==> src/rtl/ram_port_pkg.sv <==
package ram_port_pkg;

  // Read-during-write policy of the output register.
  typedef enum logic [1:0] {
    WM_WRITE_FIRST = 2'd0,
    WM_READ_FIRST  = 2'd1,
    WM_NO_CHANGE   = 2'd2
  } writeMode_e;

  // Strobes from control to datapath; at most one load strobe is active.
  typedef struct packed {
    logic arrayWr;     // commit the input word to the array
    logic loadArray;   // output register takes the array word at addr
    logic loadWrWord;  // output register takes the incoming word
    logic loadReset;   // output register takes the reset constant
  } ctrlStrobes_t;

endpackage

==> src/rtl/ram_port_ctrl.sv <==
module ram_port_ctrl
  import ram_port_pkg::*;
#(
  parameter writeMode_e WRITE_MODE = WM_WRITE_FIRST
) (
  input  logic         en,
  input  logic         we,
  input  logic         srst,
  output ctrlStrobes_t strobes
);

  // What a non-reset write cycle does to the output register.
  logic collideArray;
  logic collideWrWord;

  generate
    if (WRITE_MODE == WM_WRITE_FIRST) begin : g_writeFirst
      assign collideArray  = 1'b0;
      assign collideWrWord = 1'b1;
    end else if (WRITE_MODE == WM_READ_FIRST) begin : g_readFirst
      assign collideArray  = 1'b1;
      assign collideWrWord = 1'b0;
    end else begin : g_noChange
      assign collideArray  = 1'b0;
      assign collideWrWord = 1'b0;
    end
  endgenerate

  always_comb begin
    strobes = '0;
    if (en) begin
      strobes.arrayWr = we;
      if (srst) begin
        strobes.loadReset = 1'b1;
      end else if (!we) begin
        strobes.loadArray = 1'b1;
      end else begin
        strobes.loadArray  = collideArray;
        strobes.loadWrWord = collideWrWord;
      end
    end
  end

endmodule

==> src/rtl/ram_port_datapath.sv <==
module ram_port_datapath
  import ram_port_pkg::*;
#(
  parameter int DATA_W = 8,
  parameter int PAR_W  = 1,
  parameter int DEPTH  = 256,
  parameter logic [DATA_W+PAR_W-1:0] RESET_VAL = '0,
  localparam int ADDR_W = $clog2(DEPTH),
  localparam int WORD_W = DATA_W + PAR_W
) (
  input  logic              clk,
  input  ctrlStrobes_t      strobes,
  input  logic [ADDR_W-1:0] addr,
  input  logic [WORD_W-1:0] wrWord,
  output logic [WORD_W-1:0] rdWord
);

  logic [WORD_W-1:0] store [DEPTH];
  logic [WORD_W-1:0] arrayWord;
  logic [WORD_W-1:0] outReg;

  // Array read sees the contents before this edge's write.
  assign arrayWord = store[addr];

  always_ff @(posedge clk) begin
    if (strobes.arrayWr) begin
      store[addr] <= wrWord;
    end
  end

  always_ff @(posedge clk) begin
    if (strobes.loadReset) begin
      outReg <= RESET_VAL;
    end else if (strobes.loadWrWord) begin
      outReg <= wrWord;
    end else if (strobes.loadArray) begin
      outReg <= arrayWord;
    end
  end

  assign rdWord = outReg;

endmodule

==> src/rtl/ram_sync_port.sv <==
module ram_sync_port
  import ram_port_pkg::*;
#(
  parameter int DATA_W = 8,
  parameter int PAR_W  = 1,
  parameter int DEPTH  = 256,
  parameter writeMode_e WRITE_MODE = WM_WRITE_FIRST,
  parameter logic [DATA_W+PAR_W-1:0] RESET_VAL = '0,
  localparam int ADDR_W = $clog2(DEPTH),
  localparam int WORD_W = DATA_W + PAR_W
) (
  input  logic              clk,
  input  logic              en,
  input  logic              we,
  input  logic              srst,
  input  logic [ADDR_W-1:0] addr,
  input  logic [DATA_W-1:0] wrData,
  input  logic [PAR_W-1:0]  wrPar,
  output logic [DATA_W-1:0] rdData,
  output logic [PAR_W-1:0]  rdPar
);

  ctrlStrobes_t      strobes;
  logic [WORD_W-1:0] rdWord;

  ram_port_ctrl #(
    .WRITE_MODE(WRITE_MODE)
  ) u_ctrl (
    .en     (en),
    .we     (we),
    .srst   (srst),
    .strobes(strobes)
  );

  ram_port_datapath #(
    .DATA_W   (DATA_W),
    .PAR_W    (PAR_W),
    .DEPTH    (DEPTH),
    .RESET_VAL(RESET_VAL)
  ) u_datapath (
    .clk    (clk),
    .strobes(strobes),
    .addr   (addr),
    .wrWord ({wrPar, wrData}),
    .rdWord (rdWord)
  );

  assign rdData = rdWord[DATA_W-1:0];
  assign rdPar  = rdWord[WORD_W-1:DATA_W];

endmodule

==> config.mk <==
export PLATFORM = sky130hd
export DESIGN_NAME = ram_sync_port
export DESIGN_NICKNAME = d
export VERILOG_FILES = /design/src/rtl/ram_port_pkg.sv /design/src/rtl/ram_port_ctrl.sv /design/src/rtl/ram_port_datapath.sv /design/src/rtl/ram_sync_port.sv
export SDC_FILE = /design/constraint.sdc
export NUM_CORES = 2
export LEC_CHECK = 0
export BUFFER_PORTS_ARGS = -buffer_cell sky130_fd_sc_hd__buf_2
export CAP_MARGIN = 25
export CELL_PAD_IN_SITES_DETAIL_PLACEMENT = 0
export CELL_PAD_IN_SITES_GLOBAL_PLACEMENT = 2
export CORE_UTILIZATION = 55
export CTS_CLUSTER_DIAMETER = 120
export CTS_CLUSTER_SIZE = 16
export DETAILED_ROUTE_END_ITERATION = 10
export PLACE_DENSITY = 0.83
export SETUP_SLACK_MARGIN = 0.05
export SLEW_MARGIN = 40
export SYNTH_ARGS = -nofsm -noshare
export SYNTH_HDL_FRONTEND = slang
export SYNTH_SLANG_ARGS = --single-unit
==> constraint.sdc <==
create_clock -name clk -period 7.1 [get_ports clk]
set_clock_uncertainty 0.05 [all_clocks]
set_input_delay 0.355 -clock clk [delete_from_list [all_inputs] [get_ports clk]]
set_output_delay 0.355 -clock clk [all_outputs]
set_load 0.005 [all_outputs]
* Word level (Yosys, flattened, before mapping)
Memories as Yosys holds them, arrays and structs flattened. A register that Yosys moved wholly into a read port is not among the register bits.
Cells that the tools add are included.
** Operators by class
- Mux-type cells :: 7
- Reductions and logical operators :: 1
** Operator list (count)
- two-way mux 1 bit :: 5
- two-way mux 4 bit :: 1
- two-way mux 2 bit :: 1
- nonzero test 2 bit :: 1
** Word-level totals
- Bits in writable memories :: 2304
- Bits in registers :: 0
- Memories :: 1
- Logic and storage cells :: 9
** Memory list
- u_datapath.store :: depth 256, bits a word 9, read ports 1, clocked after Yosys merged registers in 1, write ports 1, RTL line ram_port_datapath.sv:18 : logic [WORD_W-1:0] store [DEPTH];

* Depth between registers and ports, before layout
- Depth in word-level cells :: 5
- Depth in mapped cells :: 12

* Cells and area by module
A second synthesis with hierarchy kept.
** Unflattened totals
- Cells, all modules :: 3872
- Area total of the unflattened synthesis :: 89165.5 um^2
** By module, submodules not included
- ram_port_datapath :: instances 1, sequential area each 69366.5 um^2, area an instance 89130.5 um^2, cells an instance 3868
- ram_port_ctrl :: instances 1, sequential area each 0.0 um^2, area an instance 35.0 um^2, cells an instance 4

* Least setup slack after synthesis
Ideal clock, no wire load.
- Path kind :: input port to flip-flop
- From :: input addr[3]
- To :: memory u_datapath.store[146][0] in the netlist's numbering (enable)
- Cell stages on the path :: 8
- Setup time :: 0.387 ns
- Arrival time :: 2.424 ns
- Path slack :: 4.239 ns
- Cell sequence :: buf_2 > buf_2 > buf_2 > buf_2 > buf_2 > or2_2 > clkbuf_1 > nor3_1
** RTL lines
- start, declared :: RTL line ram_sync_port.sv:16 : input logic [ADDR_W-1:0] addr,
- end, declared :: RTL line ram_port_datapath.sv:18
No word-level cell before the write port.

==> results.txt <==
----------------------------------------------------
[Synthesis]
  Dominant cell type by area after synthesis ... edfxtp_1
  Cell types with the highest counts after synthesis ... 2304 x edfxtp_1, 503 x mux4_2, 253 x nor2_1, 146 x mux2i_1, 116 x clkbuf_1
  Area contributors post-synth ... edfxtp_1 77%, mux4_2 13%, mux2i_1 1.6%
  Proportion of synthesized chip area in sequential cells ... between 70% and 80%
  Number of register bits inferred by synthesis ... 2313
  Count of synthesis-stage warnings from yosys ... 0
  Fraction of synthesis flops using an asynchronous set or reset pin ... 0%
  Synthesized area per cell ... 21.0 sq um
  Number of enable flip-flop cells after synthesis ... 2304
  Post-synthesis cell type count ... 66
  Primary FF master, synth ... edfxtp_1
  Number of nets in the synthesized netlist ... 4285
  Area share of the leading cell type in the synthesized netlist ... 77.1%
  Library cell with the highest instance count after synthesis ... edfxtp_1
  Gate Count Post-Synth ... 4264
  Area of the mapped netlist ... about 90000 sq um

[Routing]
  Number of design rule violations left after detail routing ... 0
  Antenna Violating Nets Remaining ... 0
  DR top layer ... met5
  Total number of vias ... 45200
  Met1 routed wirelength after detailed routing ... 94600 um
  Number of vias per cell ... 6.91
  Routed wire length on met2 ... 111000 um
  Post-DR wirelength/cell ... around 37 um
  Iter 0 DRT Violations ... 6854
  Met3 Routed Length ... roughly 27000 um
  Detailed Routing Iterations Pass 1 ... 6
  Total wire length after detailed routing ... about 240000 um

[Floorplan]
  CORE AREA ... 161000 sq um
  Die footprint ... 165000 sq um
  Die outline height ... a little over 400 um
  Number of cell rows ... 147
  Number of top-level pins ... 30
  Width of the die ... a little over 400 um
  Initial Utilization ... 55.6%

[Placed design]
  Routability Congestion ... 0.923
  Count of buffers inserted at the top-level ports ... 29
  Detailed placer's ending HPWL ... around 150000 um

[Timing]
  Minimum clock period ... between 3 and 4 ns
  Count of endpoints failing setup in the final report ... 0
  Share of the cycle needed by the critical path after routing ... 51.8%
  Minimum hold slack ... 0.0375 ns
  Slew @ Worst Pin ... 0.939 ns
  Final number of hold-violating endpoints ... 0
  Final-report max-slew violation count ... 0
  Top achievable clock speed ... roughly 270 MHz
  Final setup TNS ... 0 ns
  Relative slew slack ... a little under two fifths
  Setup repair after global routing missed its margin ... false

[Power and ir drop]
  Leakage power figure ... 29.8 nW
  Power Total ... 0.0252 W
  IR drop worst, VDD ... 261 uV
  Power per Cell Area ... 258 nW/um^2

[Cells and area]
  Area of the multi-input gates ... 19400 sq um
  Number of nets at the end of the flow ... 4364
  Layout cells sized above 1 ... 24.5%
  Fill cell total of the finished layout ... 11176
  Sequential cell area ... 69400 sq um
  Synth-to-layout area growth ... 8.98%

[Worst setup path]
  Reg2Reg Capture Point ... u_datapath.rdWord[3]
  Launch instance of the worst register-to-register path ... u_datapath.store[200][3]
  Biggest fanout along the worst timing path ... 62
  FF-to-FF setup slack ... approximately 3.8 ns
  Reg2Reg Depth ... 7
  Arrival time of the worst setup path ... roughly 4.4 ns
  Capturing element type of the critical path ... flop
  Worst setup path endpoint ... u_datapath.rdWord[3]
  Startpoint type of the worst setup path ... input port
  Crit path required time ... between 7 and 8 ns
  Critical Setup Path Class ... in2reg
  Timing startpoint of the critical path ... addr[1]

[Hold path]
  Hold Crit Class ... in2reg

[GRT]
  Vias in the first global route ... approximately 44000
  Initial antenna violation count ... 11
  Global router's overall resource usage ... 29.8%
  Pin count of the biggest net entering global routing ... 139
  Global-route wire length before repair ... roughly 340000 um
  Global route total overflow ... 0

[Clock tree]
  Clock sink total ... 2313
  H-Tree Level Count ... 4
  Worst-skew pair later-pin latency ... 0.84 ns
  Clock transition at the register clock pins on the worst setup and hold paths after CTS ... 0.08 ns
  CTS Root Cell ... clkbuf_16
  TritonCTS clock tree ... done
  Num CTS Buffers ... 163
  Max clock buf depth ... 3

[Status]
  Run status ... finished clean

[Job]
  # Max-Cap Violations ... 0

----------------------------------------------------
registers in the layout, indices dropped and copies added (netlist names):
signal,count
u_datapath.rdWord,9
u_datapath.store,2304
power by group:
part           switching, W  internal (W)  leakage (nW)
sequential        0.0000220        0.0150          20.8
combinational      0.000982      0.000455          6.83
clock               0.00450       0.00422          2.18
through the flow:
step | std cells | cell area (sq um) | worst slack, ns | utilization [%]
after floorplan | 4264 | 89700 | 4.24 | -
after global placement | 6322 | 92500 | 2.70 | 57.3
after detailed placement | 6327 | 92800 | 2.65 | 57.6
after CTS | 6533 | 97300 | 3.54 | 60.4
after global routing | 6540 | 97700 | 3.42 | 60.6
final | 6542 | 97700 | 3.42 | 60.6
area by class of cell:
type	count	share of cell area, %
repair buffers	183	1.84
multi-input cells	1676	19.8
well taps	2160	2.77
clock buffers	188	4.31
inverters	6	0.0230
diodes	2	0.00512
clock inverters	14	0.270
flip-flops and latches	2313	71.0
metal layers:
metal,vias up,track usage [%]
met1,23984,43.4
li1,17900,-
met5,-,0
met3,469,7.00
met2,2839,44.7
met4,8,10.6
cells by family after synthesis:
group / share of synthesized area [%]
simple gates: 3.15
compound gates: 3.07
mux: 14.8
flops: 77.3
buf+inv: 1.64
cell usage in the layout (no fill, tap or decap), types with 35 or more instances in the layout:
| cell type | count |
|---|---|
| nor2_1 | 127 |
| o22ai_1 | 38 |
| mux2i_1 | 146 |
| mux4_2 | 503 |
| mux2_2 | 35 |
| a22oi_1 | 108 |
| nor2_2 | 125 |
| edfxtp_1 | 2304 |
| buf_4 | 118 |
| nand3_1 | 35 |
| nand2_1 | 97 |
| a21oi_1 | 46 |
| nor3_1 | 57 |
| clkbuf_16 | 165 |
worst max-delay path: stages:
cell and delay, ns:
buf_8 0.28, buf_16 0.35, buf_12 0.43, mux4_2 0.56
and2_1 0.18, a211oi_1 0.61, nor3_1 0.16, nor4_1 0.75
o21ai_1 0.22, o31a_1 0.35
how the worst min path moves through the flow:
stage | from | to | slack (ns) | depth (start not counted)
floorplan | wrData[0] | u_datapath.store[0][0] | 0.40 | 0
global placement | u_datapath.rdWord[6] | u_datapath.rdWord[6] | 0.64 | 2
detailed placement | u_datapath.rdWord[6] | u_datapath.rdWord[6] | 0.60 | 2
CTS | wrPar | u_datapath.store[61][8] | 0.01 | 1
global route | wrPar | u_datapath.store[61][8] | 0.02 | 1
finish | wrPar | u_datapath.store[61][8] | 0.04 | 1
repair_timing:
| action | CTS | global route |
|---|---|---|
| endpoints found under the hold margin | 86 | 48 |
| resized for setup | 0 | 0 |
| hold buffers | 4 | 1 |
| endpoints found under the setup margin | 0 | 0 |
| setup buffers | 0 | 0 |
(Power assumes the default switching activity.)
